## src/rtl/bcdcal_pkg.sv

```systemverilog
package bcdcal_pkg;
  localparam int REG_W       = 8;
  localparam int ADDR_W      = 4;
  localparam int NUM_TIME    = 7;
  localparam int STATUS_ADDR = 7;
  localparam int WE_BIT      = 4;
  localparam int FAIL_BIT    = 0;

  localparam int IDX_SEC  = 0;
  localparam int IDX_MIN  = 1;
  localparam int IDX_HOUR = 2;
  localparam int IDX_DATE = 3;
  localparam int IDX_MON  = 4;
  localparam int IDX_YEAR = 5;
  localparam int IDX_DOW  = 6;

  typedef struct packed {
    logic secStep;
    logic timeWrite;
    logic snapLoad;
    logic readSnap;
  } ctrlStrobes_t;

  function automatic logic [REG_W-1:0] bcdInc(input logic [REG_W-1:0] v);
    if (v[3:0] == 4'd9) return {v[7:4] + 4'd1, 4'd0};
    return {v[7:4], v[3:0] + 4'd1};
  endfunction

  function automatic logic yearIsLeap(input logic [REG_W-1:0] yr);
    if (!yr[4]) return (yr[3:0] == 4'd0) || (yr[3:0] == 4'd4) || (yr[3:0] == 4'd8);
    return (yr[3:0] == 4'd2) || (yr[3:0] == 4'd6);
  endfunction

  function automatic logic [REG_W-1:0] monthLast(input logic [REG_W-1:0] mon,
                                                 input logic [REG_W-1:0] yr);
    case (mon)
      8'h02:                      return yearIsLeap(yr) ? 8'h29 : 8'h28;
      8'h04, 8'h06, 8'h09, 8'h11: return 8'h30;
      default:                    return 8'h31;
    endcase
  endfunction

  function automatic logic [REG_W-1:0] regDefault(input int idx);
    case (idx)
      IDX_HOUR:          return 8'h12;
      IDX_DATE, IDX_MON: return 8'h01;
      default:           return 8'h00;
    endcase
  endfunction
endpackage

```

## src/rtl/bcdcal_ctrl.sv

```systemverilog
module bcdcal_ctrl
  import bcdcal_pkg::*;
#(
  parameter int TICKS_PER_SEC = 4
) (
  input  logic              clk,
  input  logic              rstN,
  input  logic              subTick,
  input  logic              wrEn,
  input  logic              rdEn,
  input  logic [ADDR_W-1:0] addr,
  input  logic              weData,
  output ctrlStrobes_t      strobes,
  output logic              failFlag,
  output logic              weBit
);
  localparam int PH_W = (TICKS_PER_SEC > 2) ? $clog2(TICKS_PER_SEC) : 1;
  localparam logic [PH_W-1:0] PH_LAST = PH_W'(TICKS_PER_SEC - 1);

  logic [PH_W-1:0] phase;
  logic            rdEnQ;
  logic            timeAddr;
  logic            statusWrite;
  logic            lastPhase;

  always_comb begin
    timeAddr           = addr < ADDR_W'(NUM_TIME);
    statusWrite        = wrEn && (addr == ADDR_W'(STATUS_ADDR));
    lastPhase          = phase == PH_LAST;
    strobes.timeWrite  = wrEn && timeAddr && weBit;
    strobes.secStep    = subTick && lastPhase && !failFlag && !strobes.timeWrite;
    strobes.snapLoad   = rdEn && !rdEnQ;
    strobes.readSnap   = rdEn && rdEnQ;
  end

  always_ff @(posedge clk or negedge rstN) begin
    if (!rstN) begin
      phase    <= '0;
      failFlag <= 1'b1;
      weBit    <= 1'b0;
      rdEnQ    <= 1'b0;
    end else begin
      rdEnQ <= rdEn;
      if (statusWrite) weBit <= weData;
      if (strobes.timeWrite) begin
        failFlag <= 1'b0;
        phase    <= '0;
      end else if (subTick && !failFlag) begin
        phase <= lastPhase ? '0 : phase + PH_W'(1);
      end
    end
  end
endmodule

```

## src/rtl/bcdcal_dp.sv

```systemverilog
module bcdcal_dp
  import bcdcal_pkg::*;
(
  input  logic              clk,
  input  logic              rstN,
  input  ctrlStrobes_t      strobes,
  input  logic [ADDR_W-1:0] addr,
  input  logic [REG_W-1:0]  wdata,
  input  logic [REG_W-1:0]  statusByte,
  output logic [REG_W-1:0]  rdata,
  output logic [REG_W-1:0]  secVal,
  output logic [REG_W-1:0]  minVal,
  output logic [REG_W-1:0]  hourVal,
  output logic [REG_W-1:0]  dateVal,
  output logic [REG_W-1:0]  monVal
);
  logic [REG_W-1:0] live [NUM_TIME];
  logic [REG_W-1:0] snap [NUM_TIME];
  logic [REG_W-1:0] nxt  [NUM_TIME];
  logic             secWrap, minWrap, dayCarry, monWrap, yearWrap;
  logic [REG_W-1:0] lastDay, hrInc, liveSel, snapSel, otherSel;
  logic             isTime;

  always_comb begin
    secWrap      = live[IDX_SEC] == 8'h59;
    nxt[IDX_SEC] = secWrap ? '0 : bcdInc(live[IDX_SEC]);

    minWrap      = secWrap && (live[IDX_MIN] == 8'h59);
    nxt[IDX_MIN] = !secWrap ? live[IDX_MIN] : (minWrap ? '0 : bcdInc(live[IDX_MIN]));

    dayCarry      = 1'b0;
    nxt[IDX_HOUR] = live[IDX_HOUR];
    if (live[IDX_HOUR][7]) hrInc = bcdInc({2'b00, live[IDX_HOUR][5:0]});
    else                   hrInc = bcdInc({3'b000, live[IDX_HOUR][4:0]});
    if (minWrap) begin
      if (live[IDX_HOUR][7]) begin
        if (live[IDX_HOUR][5:0] == 6'h23) begin
          nxt[IDX_HOUR] = 8'h80;
          dayCarry      = 1'b1;
        end else begin
          nxt[IDX_HOUR] = {2'b10, hrInc[5:0]};
        end
      end else begin
        if (live[IDX_HOUR][4:0] == 5'h12) begin
          nxt[IDX_HOUR] = {2'b00, live[IDX_HOUR][5], 5'h01};
        end else if (live[IDX_HOUR][4:0] == 5'h11) begin
          nxt[IDX_HOUR] = {2'b00, ~live[IDX_HOUR][5], 5'h12};
          dayCarry      = live[IDX_HOUR][5];
        end else begin
          nxt[IDX_HOUR] = {2'b00, live[IDX_HOUR][5], hrInc[4:0]};
        end
      end
    end

    lastDay       = monthLast(live[IDX_MON], live[IDX_YEAR]);
    monWrap       = dayCarry && (live[IDX_DATE] == lastDay);
    nxt[IDX_DATE] = !dayCarry ? live[IDX_DATE] : (monWrap ? 8'h01 : bcdInc(live[IDX_DATE]));

    yearWrap      = monWrap && (live[IDX_MON] == 8'h12);
    nxt[IDX_MON]  = !monWrap ? live[IDX_MON] : (yearWrap ? 8'h01 : bcdInc(live[IDX_MON]));
    nxt[IDX_YEAR] = !yearWrap ? live[IDX_YEAR]
                  : ((live[IDX_YEAR] == 8'h99) ? 8'h00 : bcdInc(live[IDX_YEAR]));
    nxt[IDX_DOW]  = !dayCarry ? live[IDX_DOW]
                  : ((live[IDX_DOW][2:0] == 3'd6) ? 8'h00 : {5'd0, live[IDX_DOW][2:0] + 3'd1});
  end

  always_comb begin
    liveSel  = '0;
    snapSel  = '0;
    isTime   = addr < ADDR_W'(NUM_TIME);
    otherSel = (addr == ADDR_W'(STATUS_ADDR)) ? statusByte : '0;
    for (int i = 0; i < NUM_TIME; i++) begin
      if (addr == ADDR_W'(i)) begin
        liveSel = live[i];
        snapSel = snap[i];
      end
    end
  end

  always_ff @(posedge clk or negedge rstN) begin
    if (!rstN) begin
      for (int i = 0; i < NUM_TIME; i++) begin
        live[i] <= regDefault(i);
        snap[i] <= '0;
      end
      rdata <= '0;
    end else begin
      for (int i = 0; i < NUM_TIME; i++) begin
        if (strobes.timeWrite && (addr == ADDR_W'(i))) live[i] <= wdata;
        else if (strobes.secStep)                      live[i] <= nxt[i];
        if (strobes.snapLoad) snap[i] <= live[i];
      end
      if (strobes.snapLoad)      rdata <= isTime ? liveSel : otherSel;
      else if (strobes.readSnap) rdata <= isTime ? snapSel : otherSel;
    end
  end

  assign secVal  = live[IDX_SEC];
  assign minVal  = live[IDX_MIN];
  assign hourVal = live[IDX_HOUR];
  assign dateVal = live[IDX_DATE];
  assign monVal  = live[IDX_MON];
endmodule

```

## src/rtl/bcd_calendar.sv

```systemverilog
module bcd_calendar
  import bcdcal_pkg::*;
#(
  parameter int TICKS_PER_SEC = 4
) (
  input  logic              clk,
  input  logic              rstN,
  input  logic              subTick,
  input  logic              wrEn,
  input  logic              rdEn,
  input  logic [ADDR_W-1:0] addr,
  input  logic [REG_W-1:0]  wdata,
  output logic [REG_W-1:0]  rdata
);
  ctrlStrobes_t     strobes;
  logic             failFlag, weBit;
  logic [REG_W-1:0] statusByte;
  logic [REG_W-1:0] secVal, minVal, hourVal, dateVal, monVal;

  always_comb begin
    statusByte           = '0;
    statusByte[WE_BIT]   = weBit;
    statusByte[FAIL_BIT] = failFlag;
  end

  bcdcal_ctrl #(.TICKS_PER_SEC(TICKS_PER_SEC)) u_ctrl (
    .clk(clk), .rstN(rstN), .subTick(subTick), .wrEn(wrEn), .rdEn(rdEn),
    .addr(addr), .weData(wdata[WE_BIT]), .strobes(strobes),
    .failFlag(failFlag), .weBit(weBit)
  );

  bcdcal_dp u_dp (
    .clk(clk), .rstN(rstN), .strobes(strobes), .addr(addr), .wdata(wdata),
    .statusByte(statusByte), .rdata(rdata), .secVal(secVal), .minVal(minVal),
    .hourVal(hourVal), .dateVal(dateVal), .monVal(monVal)
  );
endmodule

```

## config.mk

```make
export PLATFORM = sky130hd
export DESIGN_NAME = bcd_calendar
export DESIGN_NICKNAME = d
export VERILOG_FILES = /design/src/rtl/bcdcal_pkg.sv /design/src/rtl/bcdcal_ctrl.sv /design/src/rtl/bcdcal_dp.sv /design/src/rtl/bcd_calendar.sv
export SDC_FILE = /design/constraint.sdc
export NUM_CORES = 1
export LEC_CHECK = 0
export ABC_AREA = 1
export BUFFER_PORTS_ARGS = -buffer_cell sky130_fd_sc_hd__buf_4
export CAP_MARGIN = 5
export CORE_MARGIN = 5
export CORE_UTILIZATION = 60
export CTS_CLUSTER_DIAMETER = 150
export CTS_CLUSTER_SIZE = 12
export DETAILED_ROUTE_END_ITERATION = 8
export HOLD_SLACK_MARGIN = 0.03
export PLACE_DENSITY = 0.78
export SETUP_SLACK_MARGIN = 0.4
export SYNTH_ARGS = -nofsm -noshare
export SYNTH_HDL_FRONTEND = slang
export SYNTH_SLANG_ARGS = --single-unit
```

## constraint.sdc

```tcl
create_clock -name clk -period 5.45 [get_ports clk]
set_input_delay 0.2725 -clock clk [delete_from_list [all_inputs] [get_ports clk]]
set_output_delay 0.2725 -clock clk [all_outputs]
set_load 0.05 [all_outputs]
```

==> out/metrics.cfg <==
[outcome]
outcome=finished, final reports clean

[floorplanning]
placement_rows=39
fp.dieW_um=118
core_area_mm2=0.0115
ios=25
die_y_um=118
start_util_pct=61.6
die_area_mm2=0.0140

[timing]
hold_violations=0
tightest_slew_ns=1.04
setup_viol=0
final.setup.tns_ns=0
rsz0062_at_grt=no
fin_crit_sh_pct=48.4
fin_worst_skew_ns=0.00908
final_max_slew_viol_count=0
period_minus_slack_ns=2.64
setup_ws_ns=2.81
fmax_mhz=379
slew_headroom_pct=30.4

[critical_path]
worstPathMaxFanout=90
crit_end=u_dp.rdata[1]$_DFFE_PN0P_
r2r_slack_ns=3.00
critical_path_class=input port to register
start_kind=input port
r2r_end=u_dp.live[12]$_DFFE_PN0P_
critPathRequiredTime_ns=5.77
worstPathArrival_ns=2.96
worstSetupStartpoint=rdEn
endpoint_kind=register
ff2ff_path_depth=13
reg2reg_from=u_dp.secVal[5]$_DFFE_PN0P_

[logic_synthesis]
async_flop_share_pct=100
yosysUniqueCellTypes=36
synth.most_common_cell=nand2_1
synth_top_family_by_area=simple AND/OR/NAND/NOR gates
synthCells=942
ys_ff_latch=125
synth_nets=976
muxShareOfSynthArea_pct=0
seq_area_frac_synth_pct=44.4
synth_top_area_share_pct=42.5
ys.warnings.count=0
netlist_area_mm2=0.00706
avgSynthCellArea_um2=7.49
synth_ff_type=dfrtp_1
synth_xor_area_share_pct=1.86
synth_area_leader_cell=dfrtp_1
ys_top_cells_by_area=dfrtp_1 (43%), nand2_1 (15%), o21ai_0 (7.9%), inv_1 (4.9%), nand3_1 (4.9%)
synth_edf_count=0
synthSimpleGateAreaFrac_pct=28.9
synth_compound_area_share_pct=14.4
synth_common_cells=nand2_1 (288), dfrtp_1 (120), o21ai_0 (111)
synth_fa_ha_area_share_pct=3.01

[hold_path]
hold_path.class=input port to asynchronous set/reset pin

[clocking]
clkLatencyLatePin_ns=0.43
postCtsSetupBuffers=0
root_buffer=clkbuf_16
tritoncts=built
hold_buffers=1
cts_made_buffers=17
clockBufferDepth=2
htreeDepth=4
path_clk_slew_ns=0.05
cts.sinks=125
ctsResizeCount=0

[global_route]
gr-usage-met1_pct=43.0
gr-max-usage-layer=met1
use_met3_pct=8.64
grt_usage_pct=28.7
grt_remaining_overflow=0
antenna_found_initial=0
grt.met2_usage_pct=39.5
grt_max_degree=91
grt_pass1_vias=5968
grt_pass1_wl_um=31800

[layout]
nets=998
drive_gt1_share_pct=11.2
n_antenna_cell=0
n_fill_cell=956
area_growth_pct=12.3

[power_and_ir_drop]
p_leak_uw=0.00391
intPower_uw=1950
pwr-share-clk_pct=40.1
power.switching_uw=858
ir_drop_mv=0.496
power_frac_seq_pct=41.7
swShare_pct=30.5
p_per_area_mw_per_mm2=355
combPwrFrac_pct=18.1

[placement]
pre_cts_slack_ns=2.98
hpwlAfterDp_um=13900
place.gp.congestion=0.991
io_buffer_count=24

[routing]
routed_via_density=5.88
routedWlPerCell_um=17.5
totalWireLength_um=19600
ant_nets=0
drc=0
vias=6587
drtIter0Drc=795
drtPass1Iterations=6

[flow_run]
cap_violations=0

registers in the layout, summed over array words and instances, names as in the netlist:
signal and count:
u_ctrl.weBit 1, u_dp.secVal 8, u_dp.monVal 8, u_dp.minVal 8
u_dp.hourVal 8, u_dp.dateVal 8, u_ctrl.rdEnQ 1, u_ctrl.phase 2
u_dp.live 16, u_dp.snap 56, u_dp.rdata 8, u_ctrl.failFlag 1
power groups by stage:
stage | clock [uW] | sequential, uW | combinational (uW)
global placement | 0 | 1180 | 489
global route | 1190 | 1190 | 580
CTS | 1130 | 1170 | 505
detailed placement | 0 | 1180 | 498
floorplan | 0 | 1170 | 342
finish | 1130 | 1170 | 510
metal layers:
layer	vias to the layer above	wire length (um)
met3	45	2090
li1	3148	-
met1	3078	8670
met4	0	538
met5	-	0
met2	316	8330
cell usage in the layout, fill, tap and decap left out, types with 4 or more instances in the layout:
cell and n:
a21oi_1 19, a31oi_1 4, buf_4 28, clkbuf_16 17, clkbuf_8 4, clkinv_2 6, dfrtp_1 120, dfstp_2 5
ha_1 17, inv_1 91, inv_2 12, nand2_1 288, nand2_2 9, nand3_1 69, nand3_2 4, nand4_1 20
nor2_1 52, nor2_2 8, nor2_4 5, nor3_1 7, o211ai_1 8, o21ai_0 111, o21ai_1 11, o221ai_1 7
o22ai_1 17, o31ai_1 4, xor2_1 12
cell families after synthesis:
family | count (synthesis)
AND/OR/NAND/NOR | 469
AO/OA/AOI/OAI | 184
buffers and inverters | 132
flip-flops | 125
adder cells (fa/ha/maj) | 17
XOR/XNOR | 15
cell type report:
cell class / instances / area (um^2) / share of cell area, %
repair buffers: 29 / 220 / 2.78
well taps: 143 / 179 / 2.26
clock inverters: 11 / 115 / 1.45
clock buffers: 21 / 480 / 6.06
multi-input cells: 685 / 3400 / 42.9
inverters: 106 / 398 / 5.02
flip-flops and latches: 125 / 3130 / 39.5
critical path, cell delays in order:
cell and delay [ns]:
dlygate4sd3_1 0.54, buf_4 0.15, inv_2 0.15, nor2_4 0.12, inv_2 0.24, buf_4 0.67
o21ai_0 0.23, nand2_1 0.10, nand3_1 0.09, o221ai_1 0.16, nand2_1 0.08, nand2_1 0.07
nand2_1 0.04
stage by stage:
step	instances	power, uW	area [um^2]	hold WS [ns]	util [%]
floorplan	942	1510	7060	-0.0231	-
global placement	1087	1670	7320	0.419	63.8
detailed placement	1087	1680	7320	0.423	63.8
CTS	1120	2810	7930	0.0629	69.1
global route	1120	2950	7930	0.0710	69.1
finish	1120	2810	7930	0.0261	69.1
how the worst min path moves through the flow:
stage	end	from	cells past startpoint	slack, ns
2_1_floorplan	u_ctrl.phase[0]$_DFFE_PN0P_	rstN	0	-0.02
3_3_place_gp	u_ctrl.rdEnQ$_DFF_PN0_	rdEn	1	0.42
3_5_place_dp	u_ctrl.rdEnQ$_DFF_PN0_	rdEn	1	0.42
4_1_cts	u_dp.hourVal[2]$_DFFE_PN0P_	wdata[2]	3	0.06
5_1_grt	u_dp.hourVal[2]$_DFFE_PN0P_	wdata[2]	3	0.07
6_report	u_ctrl.phase[0]$_DFFE_PN0P_	rstN	1	0.03
No activity file was read; power rests on OpenSTA's default activity.
